===== config.mk =====
export PLATFORM = sky130hd
export DESIGN_NAME = rr_fetch_sched
export DESIGN_NICKNAME = d
export VERILOG_FILES = /design/src/rtl/rrs_pkg.sv /design/src/rtl/rrs_slot_ring.sv /design/src/rtl/rrs_update_sel.sv /design/src/rtl/rrs_pc_bank.sv /design/src/rtl/rr_fetch_sched.sv
export SDC_FILE = /design/constraint.sdc
export NUM_CORES = 1
export LEC_CHECK = 0
export BUFFER_PORTS_ARGS = -buffer_cell sky130_fd_sc_hd__clkbuf_2
export CAP_MARGIN = 20
export CORE_MARGIN = 2
export CORE_UTILIZATION = 40
export CTS_CLUSTER_DIAMETER = 60
export DETAILED_ROUTE_END_ITERATION = 10
export PLACE_DENSITY = 0.71
export SETUP_SLACK_MARGIN = 0.5
export SYNTH_ARGS = -nofsm -noshare
export SYNTH_HDL_FRONTEND = slang
export SYNTH_SLANG_ARGS = --single-unit

===== constraint.sdc =====
create_clock -name clk -period 1.6 [get_ports clk]
set_clock_uncertainty 0.05 [all_clocks]
set_input_delay 0.08 -clock clk [delete_from_list [all_inputs] [get_ports clk]]
set_output_delay 0.08 -clock clk [all_outputs]
set_load 0.03 [all_outputs]

===== src/rtl/rrs_pkg.sv =====
package rrs_pkg;
  // what a thread's counter does at the next edge
  typedef enum logic [1:0] {
    SRC_KEEP   = 2'd0,
    SRC_COMMIT = 2'd1,
    SRC_TRAP   = 2'd2
  } pc_src_e;
endpackage


===== src/rtl/rrs_slot_ring.sv =====
module rrs_slot_ring #(
  parameter int N     = 4,
  parameter int TID_W = 2
) (
  input  logic             clk,
  input  logic             rst,
  output logic [TID_W-1:0] slot_o,
  output logic             wrap_o
);
  localparam logic [TID_W-1:0] LAST = TID_W'(N - 1);

  logic [TID_W-1:0] slot_q;
  logic             wrap_q;

  always_ff @(posedge clk) begin
    if (rst) begin
      slot_q <= '0;
      wrap_q <= 1'b0;
    end else begin
      slot_q <= (slot_q == LAST) ? '0 : slot_q + 1'b1;
      wrap_q <= (slot_q == LAST);
    end
  end

  assign slot_o = slot_q;
  assign wrap_o = wrap_q;
endmodule


===== src/rtl/rrs_update_sel.sv =====
module rrs_update_sel #(
  parameter int N     = 4,
  parameter int TID_W = 2,
  parameter int AW    = 32
) (
  input  logic                cm_valid,
  input  logic [TID_W-1:0]    cm_tid,
  input  logic                cm_replay,
  input  logic [AW-1:0]       cm_next_pc,
  input  logic                ex_valid,
  input  logic [TID_W-1:0]    ex_tid,
  input  logic [AW-1:0]       ex_vector,
  output rrs_pkg::pc_src_e    src_o   [N],
  output logic [AW-1:0]       wdata_o [N]
);
  for (genvar t = 0; t < N; t++) begin : g_thr
    logic hit_trap, hit_commit;
    assign hit_trap   = ex_valid && (ex_tid == TID_W'(t));
    assign hit_commit = cm_valid && !cm_replay && (cm_tid == TID_W'(t));

    always_comb begin
      // trap outranks commit for the same thread
      if (hit_trap) begin
        src_o[t]   = rrs_pkg::SRC_TRAP;
        wdata_o[t] = ex_vector;
      end else if (hit_commit) begin
        src_o[t]   = rrs_pkg::SRC_COMMIT;
        wdata_o[t] = cm_next_pc;
      end else begin
        src_o[t]   = rrs_pkg::SRC_KEEP;
        wdata_o[t] = cm_next_pc;
      end
    end
  end
endmodule


===== src/rtl/rrs_pc_bank.sv =====
module rrs_pc_bank #(
  parameter int            N          = 4,
  parameter int            TID_W      = 2,
  parameter int            AW         = 32,
  parameter logic [AW-1:0] RST_BASE   = '0,
  parameter logic [AW-1:0] RST_STRIDE = AW'(256)
) (
  input  logic             clk,
  input  logic             rst,
  input  rrs_pkg::pc_src_e src_i   [N],
  input  logic [AW-1:0]    wdata_i [N],
  input  logic [TID_W-1:0] rd_tid,
  output logic [AW-1:0]    rd_pc
);
  logic [AW-1:0] pc_q [N];

  for (genvar t = 0; t < N; t++) begin : g_pc
    localparam logic [AW-1:0] VEC = RST_BASE + AW'(t) * RST_STRIDE;
    always_ff @(posedge clk) begin
      if (rst)                            pc_q[t] <= VEC;
      else if (src_i[t] != rrs_pkg::SRC_KEEP) pc_q[t] <= wdata_i[t];
    end
  end

  assign rd_pc = pc_q[rd_tid];
endmodule


===== src/rtl/rr_fetch_sched.sv =====
module rr_fetch_sched #(
  parameter int                  N_THREADS  = 4,
  parameter int                  ADDR_W     = 32,
  parameter logic [ADDR_W-1:0]   RST_BASE   = '0,
  parameter logic [ADDR_W-1:0]   RST_STRIDE = ADDR_W'(256),
  localparam int                 TID_W      = (N_THREADS > 1) ? $clog2(N_THREADS) : 1
) (
  input  logic              clk,
  input  logic              rst,
  input  logic              cm_valid,
  input  logic [TID_W-1:0]  cm_tid,
  input  logic              cm_replay,
  input  logic [ADDR_W-1:0] cm_next_pc,
  input  logic              ex_valid,
  input  logic [TID_W-1:0]  ex_tid,
  input  logic [ADDR_W-1:0] ex_vector,
  output logic [TID_W-1:0]  fetch_tid,
  output logic [ADDR_W-1:0] fetch_pc,
  output logic              tc_strobe
);
  rrs_pkg::pc_src_e  src   [N_THREADS];
  logic [ADDR_W-1:0] wdata [N_THREADS];
  logic [TID_W-1:0]  slot;

  rrs_slot_ring #(.N(N_THREADS), .TID_W(TID_W)) u_ring (
    .clk(clk), .rst(rst), .slot_o(slot), .wrap_o(tc_strobe)
  );

  rrs_update_sel #(.N(N_THREADS), .TID_W(TID_W), .AW(ADDR_W)) u_sel (
    .cm_valid(cm_valid), .cm_tid(cm_tid), .cm_replay(cm_replay),
    .cm_next_pc(cm_next_pc), .ex_valid(ex_valid), .ex_tid(ex_tid),
    .ex_vector(ex_vector), .src_o(src), .wdata_o(wdata)
  );

  rrs_pc_bank #(
    .N(N_THREADS), .TID_W(TID_W), .AW(ADDR_W),
    .RST_BASE(RST_BASE), .RST_STRIDE(RST_STRIDE)
  ) u_bank (
    .clk(clk), .rst(rst), .src_i(src), .wdata_i(wdata),
    .rd_tid(slot), .rd_pc(fetch_pc)
  );

  assign fetch_tid = slot;
endmodule


==> results.md <==
- Status: complete, but fails checks
- Failing checks: negative setup slack
- Fraction of layout cells with a size suffix above 1: 39.49%
- Reg clk slew, reported paths: 0.06 ns
- Root buffer cell: clkbuf_16
- Vias in the first global route: 4755
- Clk buf depth: 2
- CTS H-tree depth: 4
- Reg-to-Reg End: u_ring.slot_o[1]
- Reg2Reg Setup Slack: 0.42 ns
- CP cell instances: buf_12 -> buf_16 -> mux4_2 -> buf_8
- Adder and majority gate portion of the synthesized area: 0.2017%
- Synthesized Nets: 495
- Final setup fails: 32
- Final Cycle Share: 119.6%
- Std cell rows: 45
- Fillers: about 1.2k
- Most frequent cell after synthesis: edfxtp_1
- Die X: roughly 130 µm
- Core Footprint: around 15000 µm²
- DRT Pass-1 Iters: 5
- Area share of the leading cell type in the synthesized netlist: 61.96%
- Number of synthesized flops with an enable pin: ~130
- Post-synthesis sequential area ratio: 62.93%
- Max Fclk: 522.7 MHz
- Finished Layout Cells: 740
- Largest net degree at the start of global routing: 50
- Hold-critical path depth: 3
- HPWL after detailed placement: roughly 10000 µm
- ANT cells: 0
- Congestion Overflow GR: 0
- Placed Area: about 7100 µm²
- Mapped Area: 6203 µm²
- RSZ-0062 raised after global routing: true
- Synth Flop Type: edfxtp_1
- Cts hold-fix bufs: 0
- Min cycle time layout: 1.913 ns
- Main combinational cell family by area after synthesis: compound AO/OA/AOI/OAI gates
- Simple-gate share of the synthesized area: 9.318%
- Max IR drop VDD: between 0.8 and 0.9 mV
- Syn-to-layout area delta: 32.15%
- Initial core utilization: 40.81%
- Synth cell count leaders: edfxtp_1 (128), o22ai_1 (124), nand2b_1 (64), mux4_2 (32), buf_2 (18)
- Worst hold endpoint: u_bank.pc_q[2][23]
- Hold WC Path Type: in -> reg
- Cell total after placement: 702
- Number of DRC violations after detailed-routing iteration 0: about 570
- Critical Path Source Type: flip-flop
- Xor/xnor share of the synthesized area: 0%
- Mux cell area share after synthesis: 11.62%
- CTS Buf Count: 17
- Flip-flop and latch area: 3911 µm²
- R2R Path Start: u_ring.slot_o[0]
- DR vias: roughly 4.7k
- Syn avg cell area: between 10 and 15 µm²
- Post-synthesis compound-gate area fraction: between 10% and 20%
- Design area: 8198 µm²
- All-Layer GR Usage: 21.10%
- Post-route DRC: 0
- Max-cap violation count: 0
- DRT Wirelength: 17450 µm
- Multi-input logic area: ~2200 µm²
- Port Buf Inserts: about 110
- Post-synth cell types: 24
- Synthesized instance count: approximately 420
- Clock Sinks: 131
- Total I/O pin count: around 110
- Yosys warns: 0
- Slew @ Worst Pin: 0.6239 ns
- Synth async-reset ratio: 0%
- NumNets Final: 613
- HP Start: cm_next_pc[23]
- Synth Register Bits: 131
- Delay of the slowest critical-path stage: 0.52 ns
- Critical Path Slowest Stage Cell: mux4_2
- Routed Antenna Nets: 0
- Yosys top cell by area: edfxtp_1
- CP Class: reg -> out
- Latest clock arrival within the worst-skew pair: around 0.41 ns
- Worst rel slew slack: 58.40%
- Worst EP required: between 1 and 1.5 ns
- Top cells by area, synth: edfxtp_1 (62%), o22ai_1 (13%), mux4_2 (12%)
- LEAKAGE: 2.905 nW
- Die H: around 130 µm
- Avg WL per Cell: 23.58 µm
- Crit path DAT: 1.78 ns
- DR vias/cell: 6.316
- Pwr Total: 0.01040 W
- Initial antenna violation count: 0
- CP max FO: 6
- First-pass GRT wire length: 25840 µm
- Final Hold Fails: 0
- Final WS setup: -0.3130 ns
- Fin util: a little over half
- CTS tree: done
- R2r worst-path depth: 3
- Final Max Slew Viols: 0
- Total Die Area: 16520 µm²
- Worst setup EP type: output pin
- Pwr Density: 1268 nW/µm²
- GP Congestion: 0.8155
-- report_power, final --
part           internal, W  total [W]  switching [W]
Clock              0.00262    0.00415        0.00152
Combinational     0.000985    0.00207        0.00108
Sequential         0.00409    0.00419      0.0000972
Total              0.00770     0.0104        0.00270
-- cell type report --
class / count / share of cell area [%]
multi-input cells: 251 / 26.27
flip-flops and latches: 131 / 47.71
well taps: 188 / 2.869
repair buffers: 138 / 15.45
clock inverters: 15 / 2.518
clock buffers: 17 / 5.189
-- repair_timing --
action / 4_1_cts / 5_1_grt
gates resized for setup: 72 / 29
gates cloned: 2 / 2
buffers inserted: 2 / 0
endpoints found under the setup margin: 37 / 75
pin swaps: 0 / 1
-- per-layer routing --
layer  GRT usage, %  vias to the layer above  share of wire [%]  routed length, µm
li1               -                     1997                  -                  -
met1          26.73                     2335                 38               6601
met2          35.08                      317                 51               8875
met3          5.114                       25                9.8               1714
met4          8.696                        0                1.5                257
met5              0                        -                  0                  0
-- worst max-delay path by stage --
stage                                start            endpoint  slack, ns  cells past startpoint
after floorplan           u_ring.slot_o[0]        fetch_pc[10]       0.16                      3
after global placement           cm_tid[1]  u_bank.pc_q[1][11]       0.11                      3
after detailed placement         ex_tid[1]  u_bank.pc_q[0][10]       0.09                      4
after CTS                 u_ring.slot_o[0]        fetch_pc[11]      -0.32                      4
after global routing      u_ring.slot_o[0]        fetch_pc[11]      -0.36                      4
final                     u_ring.slot_o[0]        fetch_pc[11]      -0.31                      4
-- critical path: cells and delay by family, from the launching register on --
family	cells	cell delay, ns
buffers and inverters	3	0.40
flip-flops	1	0.44
multiplexers	1	0.52
-- layout by cell type, fill, tap and decap left out, types with 2 or more instances in the layout --
cell type   instances
a31oi_1             4
and4bb_2            2
buf_12              9
buf_16              2
buf_4              16
buf_6               4
buf_8              23
bufinv_16           4
clkbuf_16          19
clkbuf_2           73
clkbuf_4            3
clkbuf_8            6
clkinv_2            2
clkinv_4            4
clkinvlp_4          2
dfxtp_4             2
edfxtp_1          128
inv_6               3
mux4_2             32
nand2_1             3
nand2b_1           64
nand3b_1            2
nor2_1              2
nor3_1              4
o22ai_1           124
or3b_4              5
-- flip-flops by register name, summed over array words and instances, names as in the netlist --
name	flops
u_ring.wrap_o	1
u_ring.slot_o	2
u_bank.pc_q	128
-- cells by family after synthesis --
group,after synthesis
compound gates,128
fa+ha+maj,1
buf+inv,40
flops,131
mux,32
simple gates,89
-- stage by stage --
stage	setup TNS [ns]	setup slack (ns)	hold WS (ns)
global placement	0	0.1135	0.4212
floorplan	0	0.1643	0.2901
detailed placement	0	0.08602	0.4459
finish	-8.538	-0.3130	0.02729
CTS	-8.877	-0.3188	0.01448
global route	-10.11	-0.3580	0.04723
(Power assumes the default switching activity.)
